===== src/rtl/bcd_conv_pkg.sv =====
// Package: shared sizing helpers and types for the sequential decimal converter.
// Assumes widths are positive.
package bcd_conv_pkg;

    // Number of 4-bit decimal digits needed for an n-bit unsigned value.
    function automatic int digit_count(input int n);
        return (n + 2) / 3;
    endfunction

    // Control state of the step sequencer.
    typedef enum logic {
        ST_IDLE = 1'b0,
        ST_RUN  = 1'b1
    } conv_state_e;

endpackage


===== src/rtl/bcd_digit_adj.sv =====
// Module: bcd_digit_adj
// Applies the pre-shift correction to one decimal digit: values above 4 get 3 added.
// Assumes the incoming digit is a legal decimal digit (0..9), which keeps the sum within 4 bits.
module bcd_digit_adj (
    input  logic [3:0] dig_i,
    output logic [3:0] dig_o
);

    // Conditional add-3 correction.
    always_comb begin
        if (dig_i > 4'd4) begin
            dig_o = dig_i + 4'd3;
        end else begin
            dig_o = dig_i;
        end
    end

endmodule


===== src/rtl/bcd_step_ctrl.sv =====
// Module: bcd_step_ctrl
// Sequences a conversion: accepts a start while idle, then counts BIN_W shift steps
// and flags the final one. Assumes BIN_W >= 2.
module bcd_step_ctrl
    import bcd_conv_pkg::*;
#(
    parameter int BIN_W = 16
) (
    input  logic clk,
    input  logic rst_n,
    input  logic start_i,
    output logic load_o,
    output logic shift_o,
    output logic last_o,
    output logic busy_o,
    output logic done_o
);

    localparam int CW = $clog2(BIN_W + 1);
    localparam logic [CW-1:0] LAST_STEP = CW'(BIN_W - 1);

    conv_state_e   state_q;
    logic [CW-1:0] step_q;

    // Decode the step strobes from the current state.
    always_comb begin
        load_o  = (state_q == ST_IDLE) && start_i;
        shift_o = (state_q == ST_RUN);
        last_o  = (state_q == ST_RUN) && (step_q == LAST_STEP);
    end

    // State and step counter update.
    always_ff @(posedge clk) begin
        if (!rst_n) begin
            state_q <= ST_IDLE;
            step_q  <= '0;
        end else if (load_o) begin
            state_q <= ST_RUN;
            step_q  <= '0;
        end else if (last_o) begin
            state_q <= ST_IDLE;
            step_q  <= '0;
        end else if (shift_o) begin
            step_q  <= step_q + CW'(1);
        end
    end

    // Completion pulse, registered one cycle after the final step.
    always_ff @(posedge clk) begin
        if (!rst_n) begin
            done_o <= 1'b0;
        end else begin
            done_o <= last_o;
        end
    end

    assign busy_o = (state_q == ST_RUN);

    // completion is a single-cycle pulse.
    assert_done_single_R3: assert property (@(posedge clk) disable iff (!rst_n)
        done_o |=> !done_o);

    // a start seen during a run does not restart the step count.
    assert_start_ignored_R6: assert property (@(posedge clk) disable iff (!rst_n)
        (busy_o && start_i && !last_o) |=> (busy_o && step_q != '0));

endmodule


===== src/rtl/bcd_shift_datapath.sv =====
// Module: bcd_shift_datapath
// Holds the combined working register (decimal digits above, binary operand below),
// performs correction plus one-bit left shift per step, and captures the final digits.
// Assumes load and shift strobes are mutually exclusive.
module bcd_shift_datapath #(
    parameter int BIN_W  = 16,
    parameter int DIGITS = 6
) (
    input  logic                  clk,
    input  logic                  rst_n,
    input  logic                  load_i,
    input  logic                  shift_i,
    input  logic                  last_i,
    input  logic [BIN_W-1:0]      bin_i,
    output logic [4*DIGITS-1:0]   bcd_o
);

    localparam int BCD_W  = 4 * DIGITS;
    localparam int WORK_W = BIN_W + BCD_W;

    logic [WORK_W-1:0] work_q;
    logic [WORK_W-1:0] adj_w;
    logic [WORK_W-1:0] shifted_w;

    // One correction cell per digit of the upper field.
    for (genvar d = 0; d < DIGITS; d++) begin : g_adj
        bcd_digit_adj u_adj (
            .dig_i (work_q[BIN_W + 4*d +: 4]),
            .dig_o (adj_w[BIN_W + 4*d +: 4])
        );

        // every digit in the working field stays decimal while stepping.
        assert_digit_legal_R4: assert property (@(posedge clk) disable iff (!rst_n)
            shift_i |-> (work_q[BIN_W + 4*d +: 4] <= 4'd9));
    end

    // The operand field passes through uncorrected.
    assign adj_w[BIN_W-1:0] = work_q[BIN_W-1:0];

    // Left shift of the corrected register by one bit.
    assign shifted_w = {adj_w[WORK_W-2:0], 1'b0};

    // Working register: clear-and-load on start, step otherwise.
    always_ff @(posedge clk) begin
        if (!rst_n) begin
            work_q <= '0;
        end else if (load_i) begin
            work_q <= {{BCD_W{1'b0}}, bin_i};
        end else if (shift_i) begin
            work_q <= shifted_w;
        end
    end

    // Result register: captures the digit field after the final shift.
    always_ff @(posedge clk) begin
        if (!rst_n) begin
            bcd_o <= '0;
        end else if (last_i) begin
            bcd_o <= shifted_w[WORK_W-1 -: BCD_W];
        end
    end

    // the field is wide enough that no set bit leaves its top.
    assert_no_overflow_R4: assert property (@(posedge clk) disable iff (!rst_n)
        shift_i |-> !adj_w[WORK_W-1]);

endmodule


===== src/rtl/bcd_seq_conv.sv =====
// Module: bcd_seq_conv (top)
// Iterative unsigned binary to packed decimal converter, one shift per cycle.
// Assumes start_i is synchronous to clk and BIN_W >= 2.
module bcd_seq_conv
    import bcd_conv_pkg::*;
#(
    parameter int BIN_W = 16
) (
    input  logic                                 clk,
    input  logic                                 rst_n,
    input  logic                                 start_i,
    input  logic [BIN_W-1:0]                     bin_i,
    output logic                                 busy_o,
    output logic                                 done_o,
    output logic [4*digit_count(BIN_W)-1:0]      bcd_o
);

    localparam int DIGITS = digit_count(BIN_W);
    localparam int CW     = $clog2(BIN_W + 1);

    logic load_w;
    logic shift_w;
    logic last_w;

    bcd_step_ctrl #(
        .BIN_W (BIN_W)
    ) u_ctrl (
        .clk     (clk),
        .rst_n   (rst_n),
        .start_i (start_i),
        .load_o  (load_w),
        .shift_o (shift_w),
        .last_o  (last_w),
        .busy_o  (busy_o),
        .done_o  (done_o)
    );

    bcd_shift_datapath #(
        .BIN_W  (BIN_W),
        .DIGITS (DIGITS)
    ) u_dp (
        .clk     (clk),
        .rst_n   (rst_n),
        .load_i  (load_w),
        .shift_i (shift_w),
        .last_i  (last_w),
        .bin_i   (bin_i),
        .bcd_o   (bcd_o)
    );

    // Latency observer: counts busy cycles since the last accepted start.
    logic [CW-1:0] lat_q;
    always_ff @(posedge clk) begin
        if (!rst_n) begin
            lat_q <= '0;
        end else if (load_w) begin
            lat_q <= '0;
        end else if (busy_o) begin
            lat_q <= lat_q + CW'(1);
        end
    end

    // completion arrives exactly BIN_W steps after acceptance.
    assert_latency_R3: assert property (@(posedge clk) disable iff (!rst_n)
        done_o |-> (lat_q == CW'(BIN_W)));

    // busy drops only together with the completion pulse.
    assert_busy_until_done_R2: assert property (@(posedge clk) disable iff (!rst_n)
        $fell(busy_o) |-> done_o);

    // the result bus moves only when a conversion completes.
    assert_result_hold_R8: assert property (@(posedge clk) disable iff (!rst_n)
        !done_o |-> $stable(bcd_o));

endmodule


===== config.mk =====
export PLATFORM = sky130hd
export DESIGN_NAME = bcd_seq_conv
export DESIGN_NICKNAME = d
export VERILOG_FILES = /design/src/rtl/bcd_conv_pkg.sv /design/src/rtl/bcd_digit_adj.sv /design/src/rtl/bcd_step_ctrl.sv /design/src/rtl/bcd_shift_datapath.sv /design/src/rtl/bcd_seq_conv.sv
export SDC_FILE = /design/constraint.sdc
export NUM_CORES = 1
export LEC_CHECK = 0
export BUFFER_PORTS_ARGS = -buffer_cell sky130_fd_sc_hd__buf_2
export CAP_MARGIN = 10
export CORE_ASPECT_RATIO = 1.2
export CORE_MARGIN = 1
export CORE_UTILIZATION = 32
export DETAILED_ROUTE_END_ITERATION = 10
export GPL_ROUTABILITY_DRIVEN = 0
export PLACE_DENSITY_LB_ADDON = 0.3
export SKIP_LAST_GASP = 1
export SYNTH_ARGS = -nofsm -noshare
export SYNTH_HDL_FRONTEND = slang
export SYNTH_HIERARCHICAL = 1
export SYNTH_SLANG_ARGS = --single-unit
export TNS_END_PERCENT = 5

===== constraint.sdc =====
create_clock -name clk -period 2.35 [get_ports clk]
set_clock_uncertainty 0.05 [all_clocks]
set_input_delay 0.235 -clock clk [delete_from_list [all_inputs] [get_ports clk]]
set_output_delay 0.235 -clock clk [all_outputs]
set_load 0.02 [all_outputs]

Word-level counts from Yosys, hierarchy flattened
Index checks and enable logic that the tools add are counted.
{"block": "op_classes", "add_sub_neg": 7, "mul": 0, "div_mod_pow": 0, "magnitude_cmp": 6, "n_eq_ne": 1, "shifts": 0, "mux": 10, "bitwise_logic": 2, "n_reduce_logical": 6}
{"cell": "16-bit two-way mux", "n": 2}
{"cell": "4-bit by 3-bit greater-than comparator with 1-bit output (second input constant)", "n": 6}
{"cell": "4-bit by 2-bit adder with 4-bit output (second input constant)", "n": 5}
{"cell": "4-bit two-way mux", "n": 5}
{"cell": "5-bit by 1-bit adder with 5-bit output (second input constant)", "n": 1}
{"cell": "5-bit by 4-bit equality test with 1-bit output (second input constant)", "n": 1}
{"cell": "2-bit nonzero test", "n": 2}
{"cell": "3-bit by 2-bit adder with 3-bit output (second input constant)", "n": 1}
{"cell": "3-bit two-way mux", "n": 1}
{"cell": "3-bit OR reduction", "n": 1}
{"cell": "1-bit logical AND", "n": 2}
{"cell": "1-bit two-way mux", "n": 2}
{"cell": "1-bit NOT", "n": 2}
{"cell": "2-bit OR reduction", "n": 1}
{"block": "totals", "ff_bits": 71, "latchBits": 0, "ramBits": 0, "rom_bits": 0, "input_bits": 19, "out_inout_bits": 26, "elab_cells": 38, "n_memories": 0}

Depth between registers and ports, before layout
{"block": "logic_depth", "depth_word": 4, "ltp_mapped": 9, "depth_no_buf": 7}

Modules after synthesis
The synthesis kept the hierarchy.
{"mod": "bcd_shift_datapath", "instances": 1, "cells_each": 226, "area_per_inst_um2": 2552.4, "seq_area_each_um2": 1281.2}
{"mod": "bcd_digit_adj", "instances": 6, "cells_each": 15, "area_per_inst_um2": 103.8, "seq_area_each_um2": 0.0}
{"mod": "bcd_step_ctrl", "instances": 1, "cells_each": 31, "area_per_inst_um2": 332.8, "seq_area_each_um2": 140.1}

Least setup slack after synthesis
No wires, ideal clock.
{"block": "synth_path", "path_kind": "register to register", "startpoint": "reg u_ctrl.step_q[0]", "endpoint": "reg u_dp.bcd_o[10]", "setup_time_ns": 0.116, "arrival_ns": 1.543, "required_time_ns": 2.184, "setup_slack_ns": 0.641, "path_stages_with_launch": 10, "path_buffers": 2, "period_less_slack_ns": 1.709, "path_cell_list": "dfxtp_1 -> ha_1 -> and3_1 -> ha_1 -> nand2_2 -> inv_1 -> buf_2 -> buf_4 -> mux2i_1 -> nor2b_1"}
{"block": "synth_via", "elab_chain_cells": 2}
{"item": "start: declaration", "line": "bcd_step_ctrl.sv:23", "text": "logic [CW-1:0] step_q;"}
{"item": "start signal: assignment", "line": "bcd_step_ctrl.sv:44", "text": "step_q <= step_q + CW'(1);"}
{"item": "5-bit by 4-bit equality test with 1-bit output", "line": "bcd_step_ctrl.sv:29", "text": "last_o = (state_q == ST_RUN) && (step_q == LAST_STEP);"}
{"item": "1-bit logical AND", "line": "bcd_step_ctrl.sv:29"}
{"item": "net last_w", "line": "bcd_seq_conv.sv:23", "text": "logic last_w;"}
{"item": "end signal: assignment", "line": "bcd_shift_datapath.sv:59", "text": "bcd_o <= shifted_w[WORK_W-1 -: BCD_W];"}
{"item": "end: declaration", "line": "bcd_shift_datapath.sv:15", "text": "output logic [4*DIGITS-1:0] bcd_o"}
The timed path passes the listed nets, and every way through them passes these cells.
A chain may end at the register's enable or synchronous reset.

Worst setup path in the final report
{"block": "layout_path", "startpoint": "reg u_ctrl.step_q[0]", "endpoint": "reg u_dp.bcd_o[19]"}
The elaborated chain is that of the path after synthesis.

==> insert_results.sql <==
INSERT INTO impl_metrics (metric_group, metric, value, unit) VALUES
('timing', 'setup_total_negative_slack', '0', 'ns'),
('drt', 'detail_route.wl_per_cell', '12.1', 'um'),
('cts', 'cts_repair_resize_count', '0', ''),
('cts', 'worst_skew_pair.late_latency', '0.33', 'ns'),
('layout', 'syn2layout_area_growth', '18.1', '%'),
('run', 'drv.max_cap_violation_count', '0', ''),
('timing', 'worst-slew-pin-transition', '0.672', 'ns'),
('yosys', 'postSynthCellCount', '344', ''),
('grt', 'grt_pass1_vias', '2333', ''),
('floorplanning', 'chipWidth', '97.3', 'um'),
('cts', 'tritoncts_clock_tree', 'done', ''),
('floorplanning', 'floorplan.initialDensity', '33.0', '%'),
('floorplanning', 'floorplan.die_area', '11300', 'um2'),
('layout', 'final_net_count', '418', ''),
('min_path', 'worst_hold_path_type', 'input port to register', ''),
('timing', 'maxClockFrequency', '0.558', 'GHz'),
('drt', 'drc', '0', ''),
('timing', 'slew_headroom', '55.2', '%'),
('grt', 'globalRouteOverflowTotal', '0', ''),
('cts', 'root_cell_of_the_clock_tree', 'sky130_fd_sc_hd__clkbuf_16', ''),
('layout', 'n_antenna_cell', '0', ''),
('cts', 'cts_setup_buffers', '0', ''),
('critical_path', 'critPathKind', 'register to register', ''),
('floorplanning', 'io-pin-count', '45', ''),
('power', 'totalPowerFinal', '2880', 'uW'),
('placed_design', 'dpl.hpwl', '4320', 'um'),
('grt', 'grt_start_max_net_pins', '28', ''),
('critical_path', 'arr_time_crit_path', '1.96', 'ns'),
('timing', 'setup_repair_after_global_routing_missed_its_margin', 'false', ''),
('critical_path', 'crit_fanout', '24', ''),
('timing', 'timing.final.max_slew_violations', '0', ''),
('drt', 'first_pass_iters', '4', ''),
('yosys', 'yosys_warnings', '6', ''),
('drt', 'vias_per_cell', '4.62', ''),
('critical_path', 'cp-start-kind', 'register', ''),
('cts', 'ctsHoldBuffers', '0', ''),
('cts', 'htree_levels', '3', ''),
('placed_design', 'buffer_ports.inserted', '44', ''),
('grt', 'antenna_found_initial', '0', ''),
('power', 'power-per-cell-area', '699', 'nW/um2'),
('placed_design', 'place_area', '3800', 'um2'),
('timing', 'setup_viol_count_final', '0', ''),
('yosys', 'syn_area', '3490', 'um2'),
('timing', 'final_hold_viol_count', '0', ''),
('layout', 'design_area', '4120', 'um2'),
('timing', 'final.period_utilization', '76.2', '%'),
('grt', 'grt_util_all_layers', '11.9', '%'),
('cts', 'clock_sinks', '71', ''),
('status', 'status', 'complete, no violations', ''),
('timing', 'finalWorstPathRequiredPeriod', '1.79', 'ns'),
('cts', 'tritoncts.num_buffers', '9', ''),
('layout', 'final_cell_count_no_fill', '519', ''),
('yosys', 'post_synthesis_mean_instance_area', '10.1', 'um2'),
('critical_path', 'required', '2.52', 'ns'),
('drt', 'vias_post_dr', '2397', ''),
('floorplanning', 'fp-row-count', '41', ''),
('critical_path', 'cp-end-kind', 'register', ''),
('cts', 'path_clk_slew', '0.05', 'ns'),
('drt', 'postRouteAntennaNets', '0', ''),
('drt', 'detail_route.wirelength', '6290', 'um'),
('drt', 'detailedRoute.firstIterationViolations', '77', ''),
('floorplanning', 'fp.dieH', '116', 'um'),
('power', 'power.ir.vdd_worst', '0.436', 'mV'),
('cts', 'cts_buffer_depth', '2', ''),
('floorplanning', 'core_area', '10600', 'um2'),
('grt', 'grt_first_pass_wirelength', '10700', 'um'),
('yosys', 'postSynthNetCount', '377', ''),
('placed_design', 'placed_cells', '503', ''),
('power', 'pleak', '0.00185', 'uW'),
('layout', 'drive_above_1_share', '23.1', '%');
[per-stage QoR]
step,utilization [%],worst slack [ns],hold slack [ns]
after floorplan,-,0.641,0.323
after global placement,35.9,0.547,0.430
after detailed placement,35.9,0.539,0.437
after CTS,39.0,0.529,0.0871
after global routing,39.0,0.412,0.104
final,39.0,0.558,0.101
[report_power, final]
part | total [uW] | internal, uW | switching [uW]
Sequential | 1260 | 1230 | 25.7
Combinational | 164 | 91.0 | 72.9
Clock | 1460 | 985 | 475
Total | 2880 | 2310 | 574
[cells in the final DEF, fill, tap and decap left out, drive strengths merged, types with 2 or more instances in the layout]
| cell | count |
|---|---|
| and3 | 2 |
| nand2 | 3 |
| a21oi | 6 |
| xnor2 | 7 |
| inv | 20 |
| xor2 | 2 |
| nor3 | 5 |
| a21o | 5 |
| or2b | 3 |
| nand2b | 19 |
| buf | 49 |
| o211a | 16 |
| mux2i | 55 |
| ha | 14 |
| clkbuf | 13 |
| nor2 | 29 |
| bufinv | 2 |
| mux2 | 15 |
| nor2b | 31 |
| o21ai | 17 |
| dfxtp | 71 |
[worst paths after layout]
path / start / end / slack [ns] / cells after the start
worst min register to register: u_dp/work_q[37] / u_dp/work_q[37] / 0.45 / 2
worst max register to register: u_ctrl/step_q[0] / u_dp/bcd_o[19] / 0.56 / 8
worst max-delay path: u_ctrl/step_q[0] / u_dp/bcd_o[19] / 0.56 / 8
worst min-delay path: start_i / u_ctrl/busy_o / 0.10 / 2
[final cells by class]
type	instances	area [um2]
multi-input cells	234	1870
flip-flops and latches	71	1420
repair buffers	49	270
inverters	20	75.1
well taps	129	161
fillers	1060	6440
clock buffers	13	260
clock inverters	3	65.1
[sequential cells by signal, summed over array words and instances, names as in the netlist]
| signal | count |
|---|---|
| u_dp/work_q | 40 |
| u_dp/bcd_o | 24 |
| u_ctrl/step_q | 5 |
| u_ctrl/busy_o | 1 |
| u_ctrl/done_o | 1 |
[per-layer routing]
metal,track usage (%),part of all wire [%],up-vias
met1,13.2,46,1108
li1,-,-,1246
met2,20.8,47,35
met4,6.47,2.1,0
met3,3.65,3.9,8
met5,0,0,-
[worst max-delay path: stages, from the launching register on]
cell and delay, ns:
sky130_fd_sc_hd__dfxtp_1 0.37, sky130_fd_sc_hd__ha_1 0.18, sky130_fd_sc_hd__and3_1 0.17, sky130_fd_sc_hd__ha_1 0.18, sky130_fd_sc_hd__nand2_2 0.09, sky130_fd_sc_hd__inv_1 0.14
sky130_fd_sc_hd__buf_12 0.22, sky130_fd_sc_hd__mux2i_1 0.22, sky130_fd_sc_hd__nor2b_1 0.06
Note: power is estimated with default switching activity, not from simulation.
